<file path="src/rtl/sb_pkg.sv">
`timescale 1ns/1ps
package sb_pkg;
  localparam int CNT_W = 3;
  typedef logic signed [CNT_W-1:0] sb_cnt_t;

  localparam sb_cnt_t CNT_READY   = 3'sd0;
  localparam sb_cnt_t CNT_PENDING = -3'sd1;
  localparam sb_cnt_t LAT_LOAD    = 3'sd3;
  localparam sb_cnt_t LAT_ALU     = 3'sd1;

  // Latency loaded into a destination when its producer issues.
  function automatic sb_cnt_t latency_of(input logic is_load);
    return is_load ? LAT_LOAD : LAT_ALU;
  endfunction

  // Per-cycle step of a counter that receives no explicit write.
  function automatic sb_cnt_t count_step(input sb_cnt_t c);
    return (c > CNT_READY) ? sb_cnt_t'(c - 3'sd1) : c;
  endfunction

  function automatic logic is_ready(input sb_cnt_t c);
    return c == CNT_READY;
  endfunction
endpackage

</file>
<file path="src/rtl/sb_write_decode.sv">
`timescale 1ns/1ps
// Collects every write port aimed at one entry and resolves priority:
// issue writes first, allocation writes after (so they win), and a later
// flat index overrides an earlier one within each kind.
module sb_write_decode
  import sb_pkg::*;
#(
  parameter int SLOTS   = 2,
  parameter int DST_PER = 2,
  parameter int PREG_W  = 6,
  parameter int ENTRY   = 0
) (
  input  logic [SLOTS-1:0]                alloc_valid,
  input  logic [SLOTS*DST_PER-1:0]        alloc_dst_vld,
  input  logic [SLOTS*DST_PER*PREG_W-1:0] alloc_dst,
  input  logic [SLOTS-1:0]                issue_valid,
  input  logic [SLOTS-1:0]                issue_is_load,
  input  logic [SLOTS*DST_PER-1:0]        issue_dst_vld,
  input  logic [SLOTS*DST_PER*PREG_W-1:0] issue_dst,
  output logic                            wr_hit,
  output sb_cnt_t                         wr_val
);
  localparam int NDST = SLOTS * DST_PER;
  localparam logic [PREG_W-1:0] MY_ID = PREG_W'(ENTRY);

  always_comb begin
    wr_hit = 1'b0;
    wr_val = CNT_READY;
    for (int i = 0; i < NDST; i++) begin
      if (issue_valid[i / DST_PER] && issue_dst_vld[i] &&
          issue_dst[i*PREG_W +: PREG_W] == MY_ID) begin
        wr_hit = 1'b1;
        wr_val = latency_of(issue_is_load[i / DST_PER]);
      end
    end
    for (int i = 0; i < NDST; i++) begin
      if (alloc_valid[i / DST_PER] && alloc_dst_vld[i] &&
          alloc_dst[i*PREG_W +: PREG_W] == MY_ID) begin
        wr_hit = 1'b1;
        wr_val = CNT_PENDING;
      end
    end
  end
endmodule

</file>
<file path="src/rtl/sb_entry.sv">
`timescale 1ns/1ps
// One countdown counter with its own per-cycle checks.
module sb_entry
  import sb_pkg::*;
(
  input  logic    clk,
  input  logic    rst_n,
  input  logic    wr_hit,
  input  sb_cnt_t wr_val,
  output sb_cnt_t cnt
);
  always_ff @(posedge clk) begin
    if (!rst_n)      cnt <= CNT_READY;
    else if (wr_hit) cnt <= wr_val;
    else             cnt <= count_step(cnt);
  end

  AST_RESET_CLEAR: assert property (@(posedge clk) disable iff (!rst_n)
    $rose(rst_n) |-> cnt == CNT_READY);
  AST_WRITE_WINS: assert property (@(posedge clk) disable iff (!rst_n)
    wr_hit |=> cnt == $past(wr_val));
  AST_PENDING_HOLD: assert property (@(posedge clk) disable iff (!rst_n)
    (!wr_hit && cnt < CNT_READY) |=> cnt == $past(cnt));
  AST_ZERO_HOLD: assert property (@(posedge clk) disable iff (!rst_n)
    (!wr_hit && cnt == CNT_READY) |=> cnt == CNT_READY);
  AST_COUNT_DOWN: assert property (@(posedge clk) disable iff (!rst_n)
    (!wr_hit && cnt > CNT_READY) |=> cnt == $past(cnt) - 3'sd1);
  AST_LEGAL_RANGE: assert property (@(posedge clk) disable iff (!rst_n)
    (cnt >= CNT_PENDING) && (cnt <= LAT_LOAD));
endmodule

</file>
<file path="src/rtl/sb_read_port.sv">
`timescale 1ns/1ps
// One source query: selects the addressed counter and reports readiness.
module sb_read_port
  import sb_pkg::*;
#(
  parameter int NUM_PREGS = 64,
  parameter int PREG_W    = 6
) (
  input  logic [NUM_PREGS*CNT_W-1:0] cnt_bus,
  input  logic [PREG_W-1:0]          preg,
  output logic                       ready
);
  always_comb begin
    ready = 1'b0;
    for (int e = 0; e < NUM_PREGS; e++) begin
      if (preg == PREG_W'(e))
        ready = is_ready(sb_cnt_t'(cnt_bus[e*CNT_W +: CNT_W]));
    end
  end
endmodule

</file>
<file path="src/rtl/phys_reg_scoreboard.sv">
`timescale 1ns/1ps
module phys_reg_scoreboard
  import sb_pkg::*;
#(
  parameter int NUM_PREGS = 64,
  parameter int SLOTS     = 2,
  parameter int DST_PER   = 2,
  parameter int SRC_PER   = 3,
  parameter int PREG_W    = $clog2(NUM_PREGS)
) (
  input  logic                            clk,
  input  logic                            rst_n,
  input  logic [SLOTS-1:0]                alloc_valid,
  input  logic [SLOTS*DST_PER-1:0]        alloc_dst_vld,
  input  logic [SLOTS*DST_PER*PREG_W-1:0] alloc_dst,
  input  logic [SLOTS-1:0]                issue_valid,
  input  logic [SLOTS-1:0]                issue_is_load,
  input  logic [SLOTS*DST_PER-1:0]        issue_dst_vld,
  input  logic [SLOTS*DST_PER*PREG_W-1:0] issue_dst,
  input  logic [SLOTS*SRC_PER*PREG_W-1:0] rd_preg,
  output logic [SLOTS*SRC_PER-1:0]        rd_ready
);
  localparam int NRD = SLOTS * SRC_PER;

  logic [NUM_PREGS*CNT_W-1:0] cnt_bus;
  logic [NUM_PREGS-1:0]       entry_wr_hit;

  for (genvar e = 0; e < NUM_PREGS; e++) begin : g_entry
    sb_cnt_t wr_val;
    sb_cnt_t cnt;

    sb_write_decode #(
      .SLOTS(SLOTS), .DST_PER(DST_PER), .PREG_W(PREG_W), .ENTRY(e)
    ) u_dec (
      .alloc_valid(alloc_valid), .alloc_dst_vld(alloc_dst_vld), .alloc_dst(alloc_dst),
      .issue_valid(issue_valid), .issue_is_load(issue_is_load),
      .issue_dst_vld(issue_dst_vld), .issue_dst(issue_dst),
      .wr_hit(entry_wr_hit[e]), .wr_val(wr_val)
    );

    sb_entry u_cnt (
      .clk(clk), .rst_n(rst_n), .wr_hit(entry_wr_hit[e]), .wr_val(wr_val), .cnt(cnt)
    );

    assign cnt_bus[e*CNT_W +: CNT_W] = cnt;
  end

  for (genvar j = 0; j < NRD; j++) begin : g_rd
    sb_read_port #(.NUM_PREGS(NUM_PREGS), .PREG_W(PREG_W)) u_rd (
      .cnt_bus(cnt_bus), .preg(rd_preg[j*PREG_W +: PREG_W]), .ready(rd_ready[j])
    );
  end
endmodule

</file>
<file path="config.mk">
export PLATFORM = sky130hd
export DESIGN_NAME = phys_reg_scoreboard
export DESIGN_NICKNAME = d
export VERILOG_FILES = /design/src/rtl/sb_pkg.sv /design/src/rtl/sb_write_decode.sv /design/src/rtl/sb_entry.sv /design/src/rtl/sb_read_port.sv /design/src/rtl/phys_reg_scoreboard.sv
export SDC_FILE = /design/constraint.sdc
export NUM_CORES = 1
export LEC_CHECK = 0
export BUFFER_PORTS_ARGS = -buffer_cell sky130_fd_sc_hd__buf_2
export CAP_MARGIN = 40
export CORE_AREA = 2 2 228 230
export CTS_BUF_LIST = sky130_fd_sc_hd__clkbuf_16
export DETAILED_ROUTE_END_ITERATION = 16
export DIE_AREA = 0 0 230 232
export SLEW_MARGIN = 30
export SYNTH_ARGS = -nofsm -noshare
export SYNTH_HDL_FRONTEND = slang
export SYNTH_SLANG_ARGS = --single-unit
</file>
<file path="constraint.sdc">
create_clock -name clk -period 3.51 [get_ports clk]
set_input_delay 0.351 -clock clk [delete_from_list [all_inputs] [get_ports clk]]
set_output_delay 0.351 -clock clk [all_outputs]
set_load 0.005 [all_outputs]
</file>
==> results.json <==
{
  "async_flop_share_pct": 0,
  "dp_cells": 3720,
  "synth_compound_area_share_pct": 35.7,
  "hpwl_um": 75800,
  "cts_tree": "done",
  "setup_viol_count_final": 0,
  "rows": 83,
  "fin_area_um2": 22600,
  "grt_max_degree": 96,
  "whs_ns": 0.228,
  "start_util_pct": 39.6,
  "avgViaCountPerCell": 6.60,
  "synth_ff_type": "dfxtp_1",
  "cts_hold_buf": 0,
  "reg2reg_to": "g_entry[20].u_cnt.cnt[1]",
  "syn_nets": 3208,
  "ys_warn_count": 0,
  "grt-ovfl-total": 0,
  "wl_per_cell_um": 26.4,
  "fmax_ghz": 0.291,
  "largest-register": "g_entry.u_cnt.cnt",
  "synth-seq-cells": 192,
  "reg_top3": "g_entry.u_cnt.cnt: 192 flops",
  "critPathKind": "flip-flop to output pin",
  "relSlewSlack_pct": 29.6,
  "grt_pass1_wl_um": 146000,
  "critPathLaunch": "g_entry[21].u_cnt.cnt[0]",
  "worstReg2RegStart": "g_entry[20].u_cnt.cnt[0]",
  "drive_gt1_share_pct": 10.9,
  "yosys-mux-area-fraction_pct": 1.83,
  "p_per_area_nw_per_um2": 856,
  "crit_path_max_incr_delay_ns": 0.48,
  "io_pins": 106,
  "crit_path_cell_trace": "inv_1 > ha_1 > nor2b_2 > a22oi_1 > o211ai_1 > o21ai_0 > a2bb2oi_1 > or3_1 > nand4_1 > a31o_1 > buf_2",
  "power.leakage_uw": 0.00811,
  "worstSkewPairLatency_ns": 0.49,
  "path_max_fanout": 6,
  "synth_xor_area_share_pct": 2.79,
  "synth_top_family_by_area": "compound AO/OA/AOI/OAI gates",
  "placed_area_um2": 21900,
  "slew_violations": 0,
  "synthSimpleGateAreaFrac_pct": 26.3,
  "remaining_drc_errors": 0,
  "cp_num_cells": 11,
  "synthDistinctLibCells": 81,
  "htree_levels": 4,
  "die_h_um": 232,
  "end_kind": "output pin",
  "holdCritStartpoint": "rst_n",
  "clockBufferDepth": 2,
  "area_delta_synth_final_pct": 12.4,
  "fin_nets": 3293,
  "hp-class": "input pin to flip-flop",
  "crit_family": "simple AND/OR/NAND/NOR gates",
  "syn_area_per_cell_um2": 6.75,
  "cpMaxStageDelayCell": "nor2b_2",
  "track_usage_pct": 36.1,
  "die_area_um2": 53400,
  "synth_edf_count": 0,
  "vdd_ir_drop_max_mv": 0.808,
  "setup_tns_ns": 0,
  "numCtsBuffers": 17,
  "cts_root_buffer": "clkbuf_16",
  "routed-via-count": 24800,
  "clock_sinks": 192,
  "critPathBufInv": 2,
  "antenna_found_initial": 5,
  "ys_seq_area_share_pct": 19.1,
  "finalCritPeriodShare_pct": 97.8,
  "instances_no_fill": 3762,
  "cp-endpoint": "rd_ready[0]",
  "routed_wl_um": 99200,
  "cp-start-kind": "flip-flop",
  "cp.required_ns": 3.16,
  "largest_reg_flops": 192,
  "min_delay_path_depth": 2,
  "skew_ns": 0.00880,
  "outcome": "finished, final reports clean",
  "r2r_cells": 8,
  "min_period_ns": 3.43,
  "drv_cap": 0,
  "hold_violations": 0,
  "port_buffers": 105,
  "arrival_ns": 3.08,
  "worst_pin_slew_ns": 1.06,
  "place_congestion": 1.10,
  "netlist_area_um2": 20100,
  "dieWidth_um": 230,
  "postRouteAntennaNets": 0,
  "synth_cells": 2980,
  "dr.first_iter.drc_count": 3810,
  "worst-r2r-setup-slack_ns": 1.74,
  "core_area_um2": 50900,
  "first_pass_iters": 8,
  "grt_pass1_vias": 23000,
  "clk_pin_slew_ns": 0.08,
  "synthAdderAreaFrac_pct": 7.96
}
-- worst min path at each step --
stage | slack [ns] | end
after floorplan | 0.47 | g_entry[37].u_cnt.cnt[1]
after global placement | 0.53 | g_entry[49].u_cnt.cnt[1]
after detailed placement | 0.55 | g_entry[46].u_cnt.cnt[1]
after CTS | 0.21 | g_entry[37].u_cnt.cnt[1]
after global routing | 0.22 | g_entry[37].u_cnt.cnt[1]
final | 0.23 | g_entry[37].u_cnt.cnt[1]
-- per-layer routing --
| metal | track usage (%) | vias up | part of all wire [%] |
|---|---|---|---|
| met5 | 0 | - | 0.018 |
| met3 | 9.66 | 413 | 12 |
| met4 | 23.8 | 2 | 7.8 |
| met1 | 44.5 | 11600 | 38 |
| met2 | 55.3 | 1687 | 42 |
| li1 | - | 11100 | - |
-- where the power goes --
group          internal, uW  switching (uW)
logic                  5160            8370
clock network           986            1000
registers              3180             667
total                  9330           10000
-- cells in the final DEF (no fill, tap or decap), drive strengths merged, types with 34 or more instances in the layout --
cell type and instances:
a211o 62, a211oi 40, a21oi 340, a221oi 45, a31oi 81, buf 239
dfxtp 192, ha 128, inv 163, nand2 250, nand2b 86, nand3 59
nand4 34, nor2 356, nor2b 166, nor3 52, o21ai 189, o22ai 205
xnor2 64
-- cells by family (layout without fill, tap and decap cells) --
logic type	after synthesis	count (layout)
xor gates and xnor gates	64	64
DFF	192	192
muxes	29	29
adders and majority gates	128	128
and+or+nand+nor	1097	1097
buffers and inverters	332	430
AOI/OAI and AO/OA	1138	1138
other	0	4
-- timing repair --
item	4_1_cts	5_1_grt
setup endpoints to repair	3	6
buffers inserted	0	2
resized for setup	5	37
pin swaps	1	7
-- synth_stat cells, types with 11 or more instances --
| master | n | share of area, % |
|---|---|---|
| o221ai_1 | 11 | 0.48 |
| nand2b_1 | 86 | 2.7 |
| clkbuf_1 | 140 | 2.6 |
| o2111ai_1 | 11 | 0.48 |
| nor2_1 | 355 | 6.6 |
| a31oi_1 | 81 | 2.5 |
| xnor2_1 | 64 | 2.8 |
| o32ai_1 | 12 | 0.52 |
| ha_1 | 128 | 8.0 |
| buf_1 | 14 | 0.26 |
| nor2b_1 | 166 | 5.2 |
| nand2_1 | 250 | 4.7 |
| or3_1 | 19 | 0.59 |
| a211o_1 | 62 | 2.7 |
| a211oi_1 | 40 | 1.5 |
| nand4_1 | 34 | 1.1 |
| nor4_1 | 11 | 0.34 |
| dfxtp_1 | 192 | 19 |
| mux2i_1 | 20 | 0.99 |
| a221oi_1 | 45 | 2.0 |
| o21ai_0 | 186 | 4.6 |
| o22ai_1 | 205 | 6.4 |
| nand3_1 | 59 | 1.5 |
| inv_1 | 153 | 2.9 |
| a22oi_1 | 17 | 0.63 |
| o211ai_1 | 26 | 0.97 |
| a21oi_1 | 340 | 8.5 |
| nor3_1 | 52 | 1.3 |
| buf_2 | 15 | 0.37 |
-- layout make-up --
class	instances	area, um2
fill	5352	28300
multi-input combinational	2456	15100
sequential	192	3850
timing repair buffer	241	1650
tap	680	851
inverter	157	594
clock buffer	17	425
clock inverter	15	136
antenna	4	10.0
-- through the flow --
step                power, uW  worst slack (ns)  util [%]
floorplan               11600             0.740         -
global placement        16300             0.424      42.8
detailed placement      16600             0.366      43.0
CTS                     18700           0.00497      44.1
global route            20500           -0.0149      44.5
finish                  19400            0.0763      44.5
Power figures use the tool's default switching activity.
